[src/rtl/sst_pkg.sv]
// Shared types for the synchronous serial transmitter.
// Assumes nothing beyond a two-bit state encoding.
package sst_pkg;
    typedef enum logic [1:0] {
        ST_IDLE  = 2'd0,
        ST_START = 2'd1,
        ST_DATA  = 2'd2,
        ST_STOP  = 2'd3
    } tx_state_e;

    localparam int OSR_LONG_SHIFT  = 4;   // 16 cycles per divider step
    localparam int OSR_SHORT_SHIFT = 3;   // 8 cycles per divider step
endpackage

[src/rtl/sst_baud.sv]
// Bit timer. While a character runs, it counts input cycles within the
// current bit. It flags the last cycle of the bit (tick) and whether
// the count is in the second half of the bit. The period is
// max(div,1) scaled by 16 or 8, so it is always even and at least 8.
// Assumes div and over8 stay stable during a character.
module sst_baud #(
    parameter int DIV_W = 12
) (
    input  logic             clk,
    input  logic             rst_n,
    input  logic             run,
    input  logic             over8,
    input  logic [DIV_W-1:0] baud_div,
    output logic             tick,
    output logic             second_half
);
    import sst_pkg::*;

    localparam int CNT_W = DIV_W + OSR_LONG_SHIFT;

    logic [DIV_W-1:0] div_eff;
    logic [CNT_W-1:0] period;
    logic [CNT_W-1:0] half;
    logic [CNT_W-1:0] cnt_q;

    // Work out the bit period from the divider and the oversampling mode.
    always_comb begin
        div_eff     = (baud_div == '0) ? DIV_W'(1) : baud_div;
        period      = over8 ? (CNT_W'(div_eff) << OSR_SHORT_SHIFT)
                            : (CNT_W'(div_eff) << OSR_LONG_SHIFT);
        half        = period >> 1;
        tick        = run && (cnt_q == period - CNT_W'(1));
        second_half = (cnt_q >= half);
    end

    // Cycle counter within the bit. It restarts at each bit boundary and when idle.
    always_ff @(posedge clk) begin
        if (!rst_n) begin
            cnt_q <= '0;
        end else if (!run || tick) begin
            cnt_q <= '0;
        end else begin
            cnt_q <= cnt_q + CNT_W'(1);
        end
    end
endmodule

[src/rtl/sst_frame.sv]
// Character sequencer. It holds one waiting word, moves it into the
// shifter, and steps through start, data and stop bits on each bit
// tick. It drives the data line and the completion flag.
// Assumes word9 is stable during a character. With word9=0 the top
// bit of a word is loaded but never sent.
module sst_frame #(
    parameter int DATA_W = 9
) (
    input  logic                clk,
    input  logic                rst_n,
    input  logic                en,
    input  logic                word9,
    input  logic                wr_valid,
    input  logic [DATA_W-1:0]   wr_data,
    input  logic                tick,
    output logic                wr_ready,
    output logic                hold_full,
    output sst_pkg::tx_state_e  st,
    output logic                last_bit,
    output logic                tx_data,
    output logic                tc
);
    import sst_pkg::*;

    localparam int IDX_W = $clog2(DATA_W);

    logic [DATA_W-1:0] hold_q;
    logic [DATA_W-1:0] sh_q;
    logic [IDX_W-1:0]  idx_q;
    logic [IDX_W-1:0]  last_idx;
    logic              accept;
    logic              load;

    // Handshake, load condition and data line level.
    always_comb begin
        wr_ready = en && !hold_full;
        accept   = wr_valid && wr_ready;
        load     = hold_full && en && ((st == ST_IDLE) || ((st == ST_STOP) && tick));
        last_idx = word9 ? IDX_W'(DATA_W - 1) : IDX_W'(DATA_W - 2);
        last_bit = (st == ST_DATA) && (idx_q == last_idx);
        unique case (st)
            ST_START: tx_data = 1'b0;
            ST_DATA:  tx_data = sh_q[0];
            default:  tx_data = 1'b1;
        endcase
    end

    // Bit sequencer and shifter, least significant bit first.
    always_ff @(posedge clk) begin
        if (!rst_n) begin
            st    <= ST_IDLE;
            sh_q  <= '0;
            idx_q <= '0;
        end else if (load) begin
            st    <= ST_START;
            sh_q  <= hold_q;
            idx_q <= '0;
        end else if (tick) begin
            unique case (st)
                ST_START: st <= ST_DATA;
                ST_DATA: begin
                    sh_q <= sh_q >> 1;
                    if (last_bit) st <= ST_STOP;
                    else          idx_q <= idx_q + IDX_W'(1);
                end
                ST_STOP:  st <= ST_IDLE;
                default:  st <= ST_IDLE;
            endcase
        end
    end

    // One-word holding register.
    always_ff @(posedge clk) begin
        if (!rst_n) begin
            hold_q    <= '0;
            hold_full <= 1'b0;
        end else if (accept) begin
            hold_q    <= wr_data;
            hold_full <= 1'b1;
        end else if (load) begin
            hold_full <= 1'b0;
        end
    end

    // Completion flag. A new word clears it, and the end of a stop bit with nothing waiting sets it.
    always_ff @(posedge clk) begin
        if (!rst_n) begin
            tc <= 1'b1;
        end else if (accept) begin
            tc <= 1'b0;
        end else if ((st == ST_STOP) && tick && !hold_full) begin
            tc <= 1'b1;
        end
    end
endmodule

[src/rtl/sst_clkgen.sv]
// Serial clock shaper. Outside data bits the clock sits at the idle
// polarity. Inside a data bit it is active for one half of the bit,
// chosen by the phase setting. The final bit is left unclocked when
// last-bit clocking is off.
// Assumes second_half comes from the bit timer of the same bit.
module sst_clkgen (
    input  logic cpol,
    input  logic cpha,
    input  logic last_clk,
    input  logic data_phase,
    input  logic last_bit,
    input  logic second_half,
    output logic tx_clk
);
    logic active;

    // Select the active half of the bit and apply the polarity.
    always_comb begin
        active = data_phase && (!last_bit || last_clk) && (cpha ? !second_half : second_half);
        tx_clk = cpol ^ active;
    end
endmodule

[src/rtl/sync_serial_tx.sv]
// Synchronous serial transmitter, master only. It sends framed
// characters with a clock that runs only during data bits.
// Assumes the configuration inputs stay stable while a character is in flight.
module sync_serial_tx #(
    parameter int DIV_W = 12
) (
    input  logic             clk,
    input  logic             rst_n,
    input  logic             en_global,
    input  logic             en_tx,
    input  logic             dma_en,
    input  logic             cpol,
    input  logic             cpha,
    input  logic             last_clk,
    input  logic             word9,
    input  logic             over8,
    input  logic [DIV_W-1:0] baud_div,
    input  logic             wr_valid,
    input  logic [8:0]       wr_data,
    output logic             wr_ready,
    output logic             dma_req,
    output logic             tx_data,
    output logic             tx_clk,
    output logic             txe,
    output logic             tc
);
    import sst_pkg::*;

    logic      en;
    logic      tick;
    logic      second_half;
    logic      hold_full;
    logic      last_bit;
    tx_state_e st;

    // Combined enable, empty flag and DMA request.
    always_comb begin
        en      = en_global && en_tx;
        txe     = !hold_full;
        dma_req = dma_en && en && !hold_full;
    end

    sst_baud #(.DIV_W(DIV_W)) u_baud (
        .clk         (clk),
        .rst_n       (rst_n),
        .run         (st != ST_IDLE),
        .over8       (over8),
        .baud_div    (baud_div),
        .tick        (tick),
        .second_half (second_half)
    );

    sst_frame #(.DATA_W(9)) u_frame (
        .clk       (clk),
        .rst_n     (rst_n),
        .en        (en),
        .word9     (word9),
        .wr_valid  (wr_valid),
        .wr_data   (wr_data),
        .tick      (tick),
        .wr_ready  (wr_ready),
        .hold_full (hold_full),
        .st        (st),
        .last_bit  (last_bit),
        .tx_data   (tx_data),
        .tc        (tc)
    );

    sst_clkgen u_clkgen (
        .cpol        (cpol),
        .cpha        (cpha),
        .last_clk    (last_clk),
        .data_phase  (st == ST_DATA),
        .last_bit    (last_bit),
        .second_half (second_half),
        .tx_clk      (tx_clk)
    );
endmodule

[config.mk]
export PLATFORM = sky130hd
export DESIGN_NAME = sync_serial_tx
export DESIGN_NICKNAME = d
export VERILOG_FILES = /design/src/rtl/sst_pkg.sv /design/src/rtl/sst_baud.sv /design/src/rtl/sst_frame.sv /design/src/rtl/sst_clkgen.sv /design/src/rtl/sync_serial_tx.sv
export SDC_FILE = /design/constraint.sdc
export NUM_CORES = 1
export LEC_CHECK = 0
export BUFFER_PORTS_ARGS = -buffer_cell sky130_fd_sc_hd__buf_2
export CAP_MARGIN = 5
export CORE_MARGIN = 2
export CORE_UTILIZATION = 40
export CTS_BUF_LIST = sky130_fd_sc_hd__clkbuf_8
export DETAILED_ROUTE_END_ITERATION = 8
export PLACE_DENSITY = 0.61
export SYNTH_ARGS = -nofsm -noshare
export SYNTH_HDL_FRONTEND = slang
export SYNTH_SLANG_ARGS = --single-unit
[constraint.sdc]
create_clock -name clk -period 5.2 [get_ports clk]
set_input_delay 0.78 -clock clk [delete_from_list [all_inputs] [get_ports clk]]
set_output_delay 0.78 -clock clk [all_outputs]
set_load 0.01 [all_outputs]
# --- After elaboration in Yosys (flattened, before gate mapping) ---
# Index checks and enable logic that the tools add are counted.
totals:
  reg_bits: 42
  inputBits: 32
  out_inout_bits: 6
  wordCells: 71
op_classes:
  add_sub_neg: 3
  n_lt_le_gt_ge: 1
  eq_ne: 7
  muxes: 16
  bitwise_logic: 3
  reduce_logical: 33
ops:
  columns: ["op", "count"]
  rows:
  - ["2-to-1 mux 9 bit", 3]
  - ["adder 16 x 1 -> 16 bit, second input constant", 1]
  - ["equality test 16 bit", 1]
  - ["greater-or-equal comparator 16 x 15 -> 1 bit", 1]
  - ["2-to-1 mux 16 bit", 1]
  - ["subtractor 16 x 1 -> 16 bit, second input constant", 1]
  - ["logical AND 1 bit", 13]
  - ["logical NOT 12 bit", 1]
  - ["2-to-1 mux 12 bit", 1]
  - ["nonzero test 2 bit", 5]
  - ["2-to-1 mux 1 bit", 7]
  - ["AND reduction 2 bit", 3]
  - ["adder 4 x 1 -> 4 bit, second input constant", 1]
  - ["equality test 2 bit, second input constant", 2]
  - ["equality test 4 bit", 1]
  - ["logical NOT 1 bit", 4]
  - ["2-to-1 mux 4 bit", 1]
  - ["case mux 2 bit (2 select lines)", 1]
  - ["OR reduction 2 bit", 2]
  - ["logical OR 1 bit", 3]
  - ["inequality test 3 bit, second input constant", 1]
  - ["AND reduction 3 bit", 1]
  - ["equality test 2 x 1 -> 1 bit, second input constant", 1]
  - ["logical NOT 2 bit", 1]
  - ["5 further kinds", 6]

# --- Logic depth before layout (Yosys ltp) ---
# Gate-level depths: netlist (run 1).
depth:
  depth_word: 11
  ltp_mapped: 15
  mapped_depth_nobuf: 13

# --- Cells and area by module ---
# A second synthesis (run 1) with hierarchy kept.
unflattened:
  hier_cells: 353
  hier_area_um2: 2890.3
modules_own_cells:
  columns: ["module", "instances", "cells_each", "area_per_inst_um2", "seq_area_each_um2"]
  rows:
  - ["sst_baud", 1, 192, 1609.0, 320.3]
  - ["sst_frame", 1, 152, 1219.9, 520.5]
  - ["sync_serial_tx", 1, 5, 32.5, 0.0]
  - ["sst_clkgen", 1, 4, 28.8, 0.0]

# --- Worst setup path before layout (run 1) ---
# Ideal clock, no wire load.
synth_path:
  kind: "input to register"
  from: "input port over8"
  to: "register u_baud.cnt_q[2]"
  setup_time_ps: 117
  arrival_ps: 3907
  t_required_ps: 5083
  slack_ps: 1176
  stages: 15
  path_buffers: 5
  path_cell_list: "buf_2 buf_2 mux2i_1 ha_1 or3b_1 nor4b_1 and3_1 a21oi_1 nor4_1 and3_1 clkbuf_1 or3_1 buf_2 buf_2 nor2_1"
synth_via:
  elab_chain_cells: 6
synth_rtl:
  columns: ["element", "line", "text"]
  rows:
  - ["start: declaration", "sync_serial_tx.sv:16", "input logic over8,"]
  - ["2-to-1 mux 16 bit", "sst_baud.sv:29", "period = over8 ? (CNT_W'(div_eff) << OSR_SHORT_SHIFT)"]
  - ["subtractor 16 x 1 -> 16 bit", "sst_baud.sv:32", "tick = run && (cnt_q == period - CNT_W'(1));"]
  - ["equality test 16 bit", "sst_baud.sv:32", null]
  - ["logical AND 1 bit", "sst_baud.sv:32", null]
  - ["logical OR 1 bit", "sst_baud.sv:40", "end else if (!run || tick) begin"]
  - ["OR reduction 2 bit (no line)", null, null]
  - ["end signal: assignment", "sst_baud.sv:43", "cnt_q <= cnt_q + CNT_W'(1);"]
  - ["end: declaration", "sst_baud.sv:24", "logic [CNT_W-1:0] cnt_q;"]
# Every way passes these cells.
# A chain may end at the register's enable or synchronous reset.

# --- Worst setup path after layout (run 1) ---
layout_path:
  from: "input port baud_div[4]"
  to: "output port tx_clk"
layout_via:
  elab_chain_cells: 8
layout_rtl:
  columns: ["element", "line", "text"]
  rows:
  - ["start: declaration", "sync_serial_tx.sv:17", "input logic [DIV_W-1:0] baud_div,"]
  - ["logical NOT 12 bit", "sst_baud.sv:28", "div_eff = (baud_div == '0) ? DIV_W'(1) : baud_div;"]
  - ["2-to-1 mux 12 bit (*)", "sst_baud.sv:28", null]
  - ["2-to-1 mux 16 bit (*)", "sst_baud.sv:29", null]
  - ["greater-or-equal comparator 16 x 15 -> 1 bit (*)", "sst_baud.sv:33", "second_half = (cnt_q >= half);"]
  - ["logical NOT 1 bit", "sst_clkgen.sv:19", "active = data_phase && (!last_bit || last_clk) && (cpha ? !second_half : second_half);"]
  - ["2-to-1 mux 1 bit (*)", "sst_clkgen.sv:19", null]
  - ["logical AND 1 bit (*)", "sst_clkgen.sv:19", null]
  - ["XOR 1 bit (*)", "sst_clkgen.sv:20", "tx_clk = cpol ^ active;"]
  - ["end: declaration", "sync_serial_tx.sv:23", "output logic tx_clk,"]
# Every way passes the cells marked *; elsewhere a longest branch is shown, timed or not.

==> results of run 1 <==
==> cell usage after synthesis (all sizes together), types with 3 or more instances <==
cell	number	area share (%)
ha	21	9.3
or3	3	0.66
nor2	32	4.2
buf	6	1.1
xnor2	14	4.3
clkbuf	8	1.1
or2	3	0.75
a31oi	10	2.2
xor2	18	5.6
nor3	7	1.2
dfxtp	42	30
and3	9	2.0
nor2b	3	0.66
and2	4	0.88
o21ai	14	2.5
a211oi	4	1.1
inv	15	2.0
a21oi	22	3.9
mux2i	15	5.4
nand2	47	6.2
nand3	12	2.1
nand4	5	1.1
nand2b	4	0.88
a21o	5	1.3
nor4	4	0.88
==> logic make-up (layout without fill, tap and decap cells) <==
group,count (synthesis),after routing
flops,42,42
simple gates,146,146
buf+inv,29,62
fa+ha+maj,21,21
xor+xnor,32,32
compound gates,70,70
mux,15,15
==> critical path, cell delays in order <==
cell and delay (ns):
buf_2 0.14, nor4_1 0.50, a41o_1 0.32, nand2_1 0.10
inv_1 0.09, ha_1 0.23, a21bo_2 0.22, a21o_1 0.17
a21o_1 0.17, a211oi_1 0.27, o311ai_0 0.18, a21oi_1 0.29
mux2i_1 0.25, xnor2_1 0.13, buf_2 0.14
==> per-stage QoR <==
| step | utilization [%] | cell area, um2 | instances | setup slack (ns) | power [uW] |
|---|---|---|---|---|---|
| global placement | 45.2 | 3090 | 476 | 0.552 | 426 |
| finish | 46.8 | 3200 | 484 | 0.441 | 671 |
| detailed placement | 45.2 | 3090 | 476 | 0.464 | 427 |
| CTS | 46.8 | 3200 | 484 | 0.465 | 684 |
| global route | 46.8 | 3200 | 484 | 0.0937 | 709 |
| floorplan | - | 2830 | 355 | 1.18 | 396 |
==> per-layer routing <==
layer / up-vias / wire (um) / track usage [%]
met2: 32 / 2790 / 27.5
li1: 1329 / - / -
met3: 4 / 169 / 3.39
met4: 0 / 45 / 3.58
met1: 1135 / 3120 / 23.1
met5: - / 0 / 0
==> registers in the layout, summed over array words and instances (netlist names) <==
register,cells
u_frame.tc,1
u_frame.sh_q,9
u_frame.hold_q,9
u_baud.cnt_q,16
u_frame.st,2
u_frame.idx_q,4
u_frame.hold_full,1
==> area by class of cell <==
class	count	share of cell area (%)
repair buffers	39	6.25
well taps	96	3.75
flip-flops and latches	42	26.3
inverters	15	1.76
clock buffers	5	2.15
multi-input cells	284	58.5
clock inverters	3	1.29
==> worst min path at each step <==
stage,startpoint,slack [ns],depth (start not counted),to
final,u_baud.cnt_q[0]$_SDFF_PP0_,0.46,1,u_baud.cnt_q[0]$_SDFF_PP0_
after global routing,u_frame.hold_q[7]$_SDFFE_PN0P_,0.48,2,u_frame.hold_q[7]$_SDFFE_PN0P_
after CTS,u_frame.hold_q[2]$_SDFFE_PN0P_,0.46,2,u_frame.hold_q[2]$_SDFFE_PN0P_
after detailed placement,u_baud.cnt_q[0]$_SDFF_PP0_,0.45,1,u_baud.cnt_q[0]$_SDFF_PP0_
after global placement,u_baud.cnt_q[0]$_SDFF_PP0_,0.43,1,u_baud.cnt_q[0]$_SDFF_PP0_
after floorplan,u_baud.cnt_q[0]$_SDFF_PP0_,0.42,1,u_baud.cnt_q[0]$_SDFF_PP0_
==> report_power, final <==
part	total, uW	internal (uW)	switching (uW)
combinational	90.6	38.9	51.8
clock	252	141	111
sequential	329	326	2.77
==> run metrics, run 1 <==
fmax=0.210 GHz; hold crit path type=flop to flop; critical path endpoint category=primary output; critical path type=input pin to primary output; vias per std cell=5.17; Setup crit start=baud_div[4]; Cell variety after synth=53; area occupied by multi-input gates=between 1500 and 2000 um2; largest net degree at the start of global routing=25; crit path DAT=3.98 ns; reg2reg end=u_frame.idx_q[3]$_SDFFE_PP0P_; TritonCTS clock tree=built; VDD IR max=0.000135 V; clk slew on worst S/H paths=0.07 ns; routability congestion estimate=about 0.80; period utilization=91.5%; FP Rows=30; status=finished, final reports clean; first-pass GRT wire length=10500 um; Synth Area in Compound Gates=15.9%; antenna cells=0; initial DRC count=82; H-tree Lvls=2; highest-count cells in the layout ignoring fill and taps=nand2_1 (47), dfxtp_1 (42), buf_2 (37), nor2_1 (32), a21oi_1 (22); Total GRT Usage=16.8%; Residual DRC=0; PostCTS Resize Cnt=0; dpl hpwl=4800 um; PortBufs=37; vias=2500; max_cap viols=0; setup violators final=0; Die X-Extent=88.2 um; hold buffer count at CTS=0; Async SR Flop Fraction=0%; Post-CTS Setup Bufs=0; Initial Util=41.5%; drt wl/cell=12.6 um; unrepaired setup endpoints after global routing=no; Post-Synth Adder-Cell Area=9.28%; Clock Latency Late Sink=0.29 ns; post-synthesis sequential area ratio=~30%; Post-synth EDFFs=0; R2R depth=7; CTS sink cnt=42; antenna violation net count after detailed routing=0; fill cell count=between 700 and 800; Worst-Margin Slew=0.833 ns; clock buffer depth=2; gr ovfl total=0; drt pass-1 iters=4; syn nets=408; CTS root buf=clkbuf_8; Setup crit end=tx_clk; Die Area=around 8000 um2; Final Hold Fails=0; YS warnings=0; final-stage net count=between 400 and 500; Reg-to-Reg Start=u_baud.cnt_q[5]$_SDFF_PP0_; r2r setup slk=2.53 ns; Worst slew margin=a little over two fifths; overall die height=88.2 um; Synth Area in Simple Gates=25.7%; fin crit period=4.76 ns; Min Hold Slack=0.460 ns; Main synth FF type=dfxtp_1; setup TNS=0 ns; Post-Syn Area=around 2800 um2; Syn Inst Count=355; Setup crit start kind=input pin; initial antenna violation count=0; vias in the first global route=2341; Worst EP required=4.42 ns; share of cells above drive strength 1=between 10 and 15%; clock skew=between 0.009 and 0.01 ns; core box area=around 6800 um2; Area growth, synth to finish=13.0%; fin. max-slew vios=0; most common cell after layout, fill and taps aside=nand2_1; Synth Area per Inst=7.98 um2; largest family of logic cells by synthesized area=simple AND/OR/NAND/NOR gates; Pwr Density=around 210 nW/um2; number of synthesized register bits=42; Lkg Pwr=about 0.0013 uW; Ports=38; total CTS buffers=5; post-synthesis mux area share=between 5 and 6%; register cell area after layout=841 um2; maximum fanout along the worst path=7; Routed WL=6120 um; post-synthesis xor/xnor area fraction=9.89%
(Power assumes the default switching activity.)
==> inputs of run 2 (changes only) <==
--- a/config.mk
+++ b/config.mk
@@ -11,6 +11,7 @@
 export CORE_UTILIZATION = 40
 export CTS_BUF_LIST = sky130_fd_sc_hd__clkbuf_8
 export DETAILED_ROUTE_END_ITERATION = 8
+export GPL_TIMING_DRIVEN = 0
 export PLACE_DENSITY = 0.61
 export SYNTH_ARGS = -nofsm -noshare
 export SYNTH_HDL_FRONTEND = slang
==> run metrics, run 2 (synthesis results as in run 1) <==
Clock Latency Late Sink=about 0.29 ns; drt wl/cell=13.3 um; dpl hpwl=around 5200 um; PostCTS Resize Cnt=0; Die Area=7770 um2; critical path endpoint category=primary output; biggest regs=u_baud.cnt_q (16), u_frame.hold_q (9), u_frame.sh_q (9); Initial Util=about two fifths; antenna cells=0; critical path type=input pin to primary output; met3 wire length=171 um; gr ovfl total=0; first-pass GRT wire length=about 11000 um; maximum fanout along the worst path=7; VDD IR max=between 0.0001 and 0.00015 V; final-stage net count=451; Pwr Density=225 nW/um2; highest-count cells in the layout ignoring fill and taps=nand2_1 (47), dfxtp_1 (42), buf_2 (40), nor2_1 (32), a21oi_1 (22); Final Hold Fails=0; Worst slew margin=36.3%; FP Rows=30; largest register by flop count=u_baud.cnt_q; Worst EP required=about 4.4 ns; PortBufs=36; total CTS buffers=5; DP Cell Count=roughly 490; setup TNS=0 ns; Setup crit start=baud_div[4]; most common cell after layout, fill and taps aside=nand2_1; period utilization=91.7%; drt pass-1 iters=4; highest routing layer actually used=met4; Worst-Margin Slew=0.947 ns; fill cell count=713; CTS root buf=clkbuf_8; hold crit path type=flop to flop; overall die height=88.2 um; H-tree Lvls=2; Core Util, Final=47.9%; Worst Hold Launch=u_baud.cnt_q[0]$_SDFF_PP0_; fin. max-slew vios=0; DR WL met2=3030 um; CTS sink cnt=42; unrepaired setup endpoints after global routing=no; Routed WL=6600 um; share of cells above drive strength 1=about 14%; Metal-1 WL=3340 um; clk slew on worst S/H paths=0.07 ns; antenna violation net count after detailed routing=0; core box area=6830 um2; Total GRT Usage=roughly 18%; Residual DRC=0; status=finished, final reports clean; vias per std cell=5.21; initial antenna violation count=0; vias in the first global route=2462; fin crit period=between 4 and 5 ns; initial DRC count=a little under 100; hold buffer count at CTS=0; Area growth, synth to finish=15.6%; largest net degree at the start of global routing=14; Die X-Extent=between 80 and 90 um; Setup crit end=tx_clk; Layout Cells excl Fill=495; clock skew=0.00922 ns; Ports=38; routability congestion estimate=0.834; r2r setup slk=2.44 ns; Post-CTS Setup Bufs=0; reg2reg end=u_baud.cnt_q[2]$_SDFF_PP0_; crit path DAT=between 3 and 4 ns; max_cap viols=0; max FFs per register=16; TritonCTS clock tree=built; Setup crit start kind=input pin; Lkg Pwr=0.00131 uW; R2R depth=11; clock buffer depth=2; fmax=roughly 0.21 GHz; vias=2579; Reg-to-Reg Start=u_baud.cnt_q[4]$_SDFF_PP0_; setup violators final=0
## run 2: cell count changes in the layout (fill, tap and decap cells not counted), sizes merged
cell      before  now
clkbuf         5   14
inv           16   15
buf           39   42
bufinv         1    2
clkinvlp       1    0
## run 2: metrics by stage
step           worst slack (ns)  cell area, um2  power, uW  hold WS, ns
3_3_place_gp              0.444            3130        427        0.430
3_5_place_dp              0.402            3130        429        0.442
6_report                  0.432            3280        739        0.448
5_1_grt                   0.217            3280        776        0.484
2_1_floorplan              1.18            2830        396        0.417
4_1_cts                   0.424            3280        746        0.456
## run 2: layer usage
metal  vias to the layer above  track usage (%)
met5                         -                0
met4                         0             4.96
met3                         4             3.39
met2                        35             30.2
met1                      1193             24.0
li1                       1347                -
## run 2: area by class of cell
cell class | instances | area [um2] | area share [%]
repair buffers | 36 | 180 | 5.50
flip-flops and latches | 42 | 841 | 25.7
clock buffers | 6 | 82.6 | 2.52
well taps | 96 | 120 | 3.67
plain buffers | 14 | 62.6 | 1.91
inverters | 15 | 56.3 | 1.72
multi-input cells | 284 | 1870 | 57.2
clock inverters | 2 | 60.1 | 1.83
## run 2: critical path, cell delays in order
cell,delay [ns]
buf_2,0.14
nor4_1,0.52
a41o_1,0.32
nand2_1,0.11
inv_1,0.07
ha_1,0.22
a21bo_2,0.22
a21o_1,0.18
a21o_1,0.17
a211oi_1,0.29
o311ai_0,0.17
a21oi_1,0.27
mux2i_1,0.25
xnor2_1,0.13
buf_2,0.14
## run 2: power by group
group / internal [uW] / total (uW) / leakage [uW] / switching, uW
Sequential: 326 / 329 / 0.000339 / 2.85
Combinational: 39.6 / 93.0 / 0.000904 / 53.4
Clock: 205 / 317 / 0.0000714 / 112
Total: 571 / 739 / 0.00131 / 168
## run 2: worst min path at each step
stage,cells past startpoint,endpoint,slack [ns]
2_1_floorplan,1,u_baud.cnt_q[0]$_SDFF_PP0_,0.42
5_1_grt,1,u_baud.cnt_q[0]$_SDFF_PP0_,0.48
3_5_place_dp,1,u_baud.cnt_q[0]$_SDFF_PP0_,0.44
4_1_cts,1,u_baud.cnt_q[0]$_SDFF_PP0_,0.46
3_3_place_gp,1,u_baud.cnt_q[0]$_SDFF_PP0_,0.43
6_report,1,u_baud.cnt_q[0]$_SDFF_PP0_,0.45
==> inputs of run 3 (changes only) <==
==> constraint.sdc (replaced) <==
create_clock -name clk -period 4.6 [get_ports clk]
set_input_delay 0.69 -clock clk [delete_from_list [all_inputs] [get_ports clk]]
set_output_delay 0.69 -clock clk [all_outputs]
set_load 0.01 [all_outputs]
==> run metrics, run 3 (synthesis results as in run 1) <==
max_cap viols=0; CP max stage cell=nor4_2; total CTS buffers=5; power consumption=between 800 and 900 uW; Residual DRC=0; crit path DAT=about 3.7 ns; Die X-Extent=88.2 um; fin crit period=4.39 ns; fill cell count=708; biggest regs=u_baud.cnt_q (16), u_frame.hold_q (9), u_frame.sh_q (9); Setup crit start kind=input pin; Switching Share=23.0%; critical path endpoint category=primary output; Worst-Margin Slew=between 0.9 and 1 ns; fin. max-slew vios=0; fmax=~0.23 GHz; drt pass-1 iters=4; initial DRC count=a little under 90; largest register by flop count=u_baud.cnt_q; Post-CTS Setup Bufs=0; clock buffer depth=2; most common cell after layout, fill and taps aside=nand2_1; overall die height=88.2 um; Final Hold Fails=0; VDD IR max=0.000143 V; CTS sink cnt=42; PortBufs=36; Worst EP required=3.91 ns; period utilization=95.5%; vias=2581; Combinational Power Share=12.8%; highest routing layer actually used=met4; initial antenna violation count=0; Total GRT Usage=18.1%; Max stage delay on crit path=around 0.38 ns; area occupied by multi-input gates=1910 um2; antenna cells=0; met3 wire length=192 um; FP Rows=30; H-tree Lvls=2; Seq pwr share=44.4%; gr ovfl total=0; Clk pwr share=42.8%; vias in the first global route=2462; Pwr Density=253 nW/um2; antenna violation net count after detailed routing=0; core box area=6830 um2; Die Area=7770 um2; status=finished, final reports clean; Internal Pwr Total=646 uW; clk slew on worst S/H paths=0.07 ns; highest-count cells in the layout ignoring fill and taps=nand2_1 (47), dfxtp_1 (42), buf_2 (40), nor2_1 (32), a21oi_1 (22); routability congestion estimate=0.834; TritonCTS clock tree=built; hold crit path type=flop to flop; largest net degree at the start of global routing=14; Net Sw Power=192 uW; unrepaired setup endpoints after global routing=no; hold buffer count at CTS=0; setup violators final=0; Worst slew margin=36.3%; Clock Latency Late Sink=0.29 ns; setup TNS=0 ns; CTS root buf=clkbuf_8; DR WL met2=3040 um; maximum fanout along the worst path=6; final-stage net count=451; vias per std cell=5.21; critical-path cell list=buf_2, nor4_2, a41o_1, nand2_1, inv_1, ha_1, a21bo_2, a21o_1, a21o_1, a211oi_1, o311ai_0, a21oi_1, mux2i_1, xnor2_1, buf_2; Lkg Pwr=0.00132 uW; Ports=38; dpl hpwl=5160 um; first-pass GRT wire length=11200 um; critical path type=input pin to primary output; Routed WL=6590 um; Min Hold Slack=~0.45 ns; Initial Util=between 40% and 50%; Metal-1 WL=roughly 3300 um; clock skew=0.0100 ns; register cell area after layout=841 um2; max FFs per register=16; Area growth, synth to finish=16.8%; share of cells above drive strength 1=between 10% and 20%; drt wl/cell=around 13 um; PostCTS Resize Cnt=0
## run 3: cell counts in the layout (fill, tap and decap cells not counted)
No cell type changed its count.
## run 3: worst max-delay path, delay by kind of cell
family	cells	cell delay (ns)
AOI/OAI and AO/OA	7	1.57
and+or+nand+nor	2	0.49
buffers and inverters	3	0.34
muxes	1	0.25
adders and majority gates	1	0.22
xor gates and xnor gates	1	0.13
## run 3: power by group through the flow
stage | combinational [uW] | sequential, uW | clock [uW]
detailed placement | 105 | 381 | 0
floorplan | 67.3 | 380 | 0
finish | 107 | 372 | 359
global placement | 102 | 380 | 0
global route | 121 | 373 | 385
CTS | 105 | 372 | 366
## run 3: final cells by class
type / count / area share (%)
inverters: 15 / 1.70
multi-input cells: 284 / 57.6
well taps: 96 / 3.63
plain buffers: 14 / 1.89
clock buffers: 6 / 2.50
flip-flops and latches: 42 / 25.4
repair buffers: 36 / 5.45
clock inverters: 2 / 1.82
## run 3: metal layers
metal / track usage (%) / vias up
li1: - / 1344
met1: 24.0 / 1193
met2: 30.2 / 40
met3: 3.39 / 4
met4: 4.96 / 0
met5: 0 / -
## run 3: final timing paths
kind	to	slack, ns	start	depth (start not counted)
max	tx_clk	0.21	baud_div[1]	15
min	u_baud.cnt_q[0]$_SDFF_PP0_	0.45	u_baud.cnt_q[0]$_SDFF_PP0_	1
max reg2reg	u_baud.cnt_q[2]$_SDFF_PP0_	1.82	u_baud.cnt_q[4]$_SDFF_PP0_	11
min reg2reg	u_baud.cnt_q[0]$_SDFF_PP0_	0.45	u_baud.cnt_q[0]$_SDFF_PP0_	1
## run 3: metrics by stage
stage | util (%) | instance area, um2 | cells | worst slack (ns)
finish | 48.4 | 3310 | 495 | 0.206
global placement | 45.9 | 3130 | 487 | -0.0658
global route | 48.4 | 3310 | 495 | 0.000260
CTS | 47.9 | 3280 | 495 | 0.00420
detailed placement | 45.9 | 3130 | 487 | -0.108
floorplan | - | 2830 | 355 | 0.666
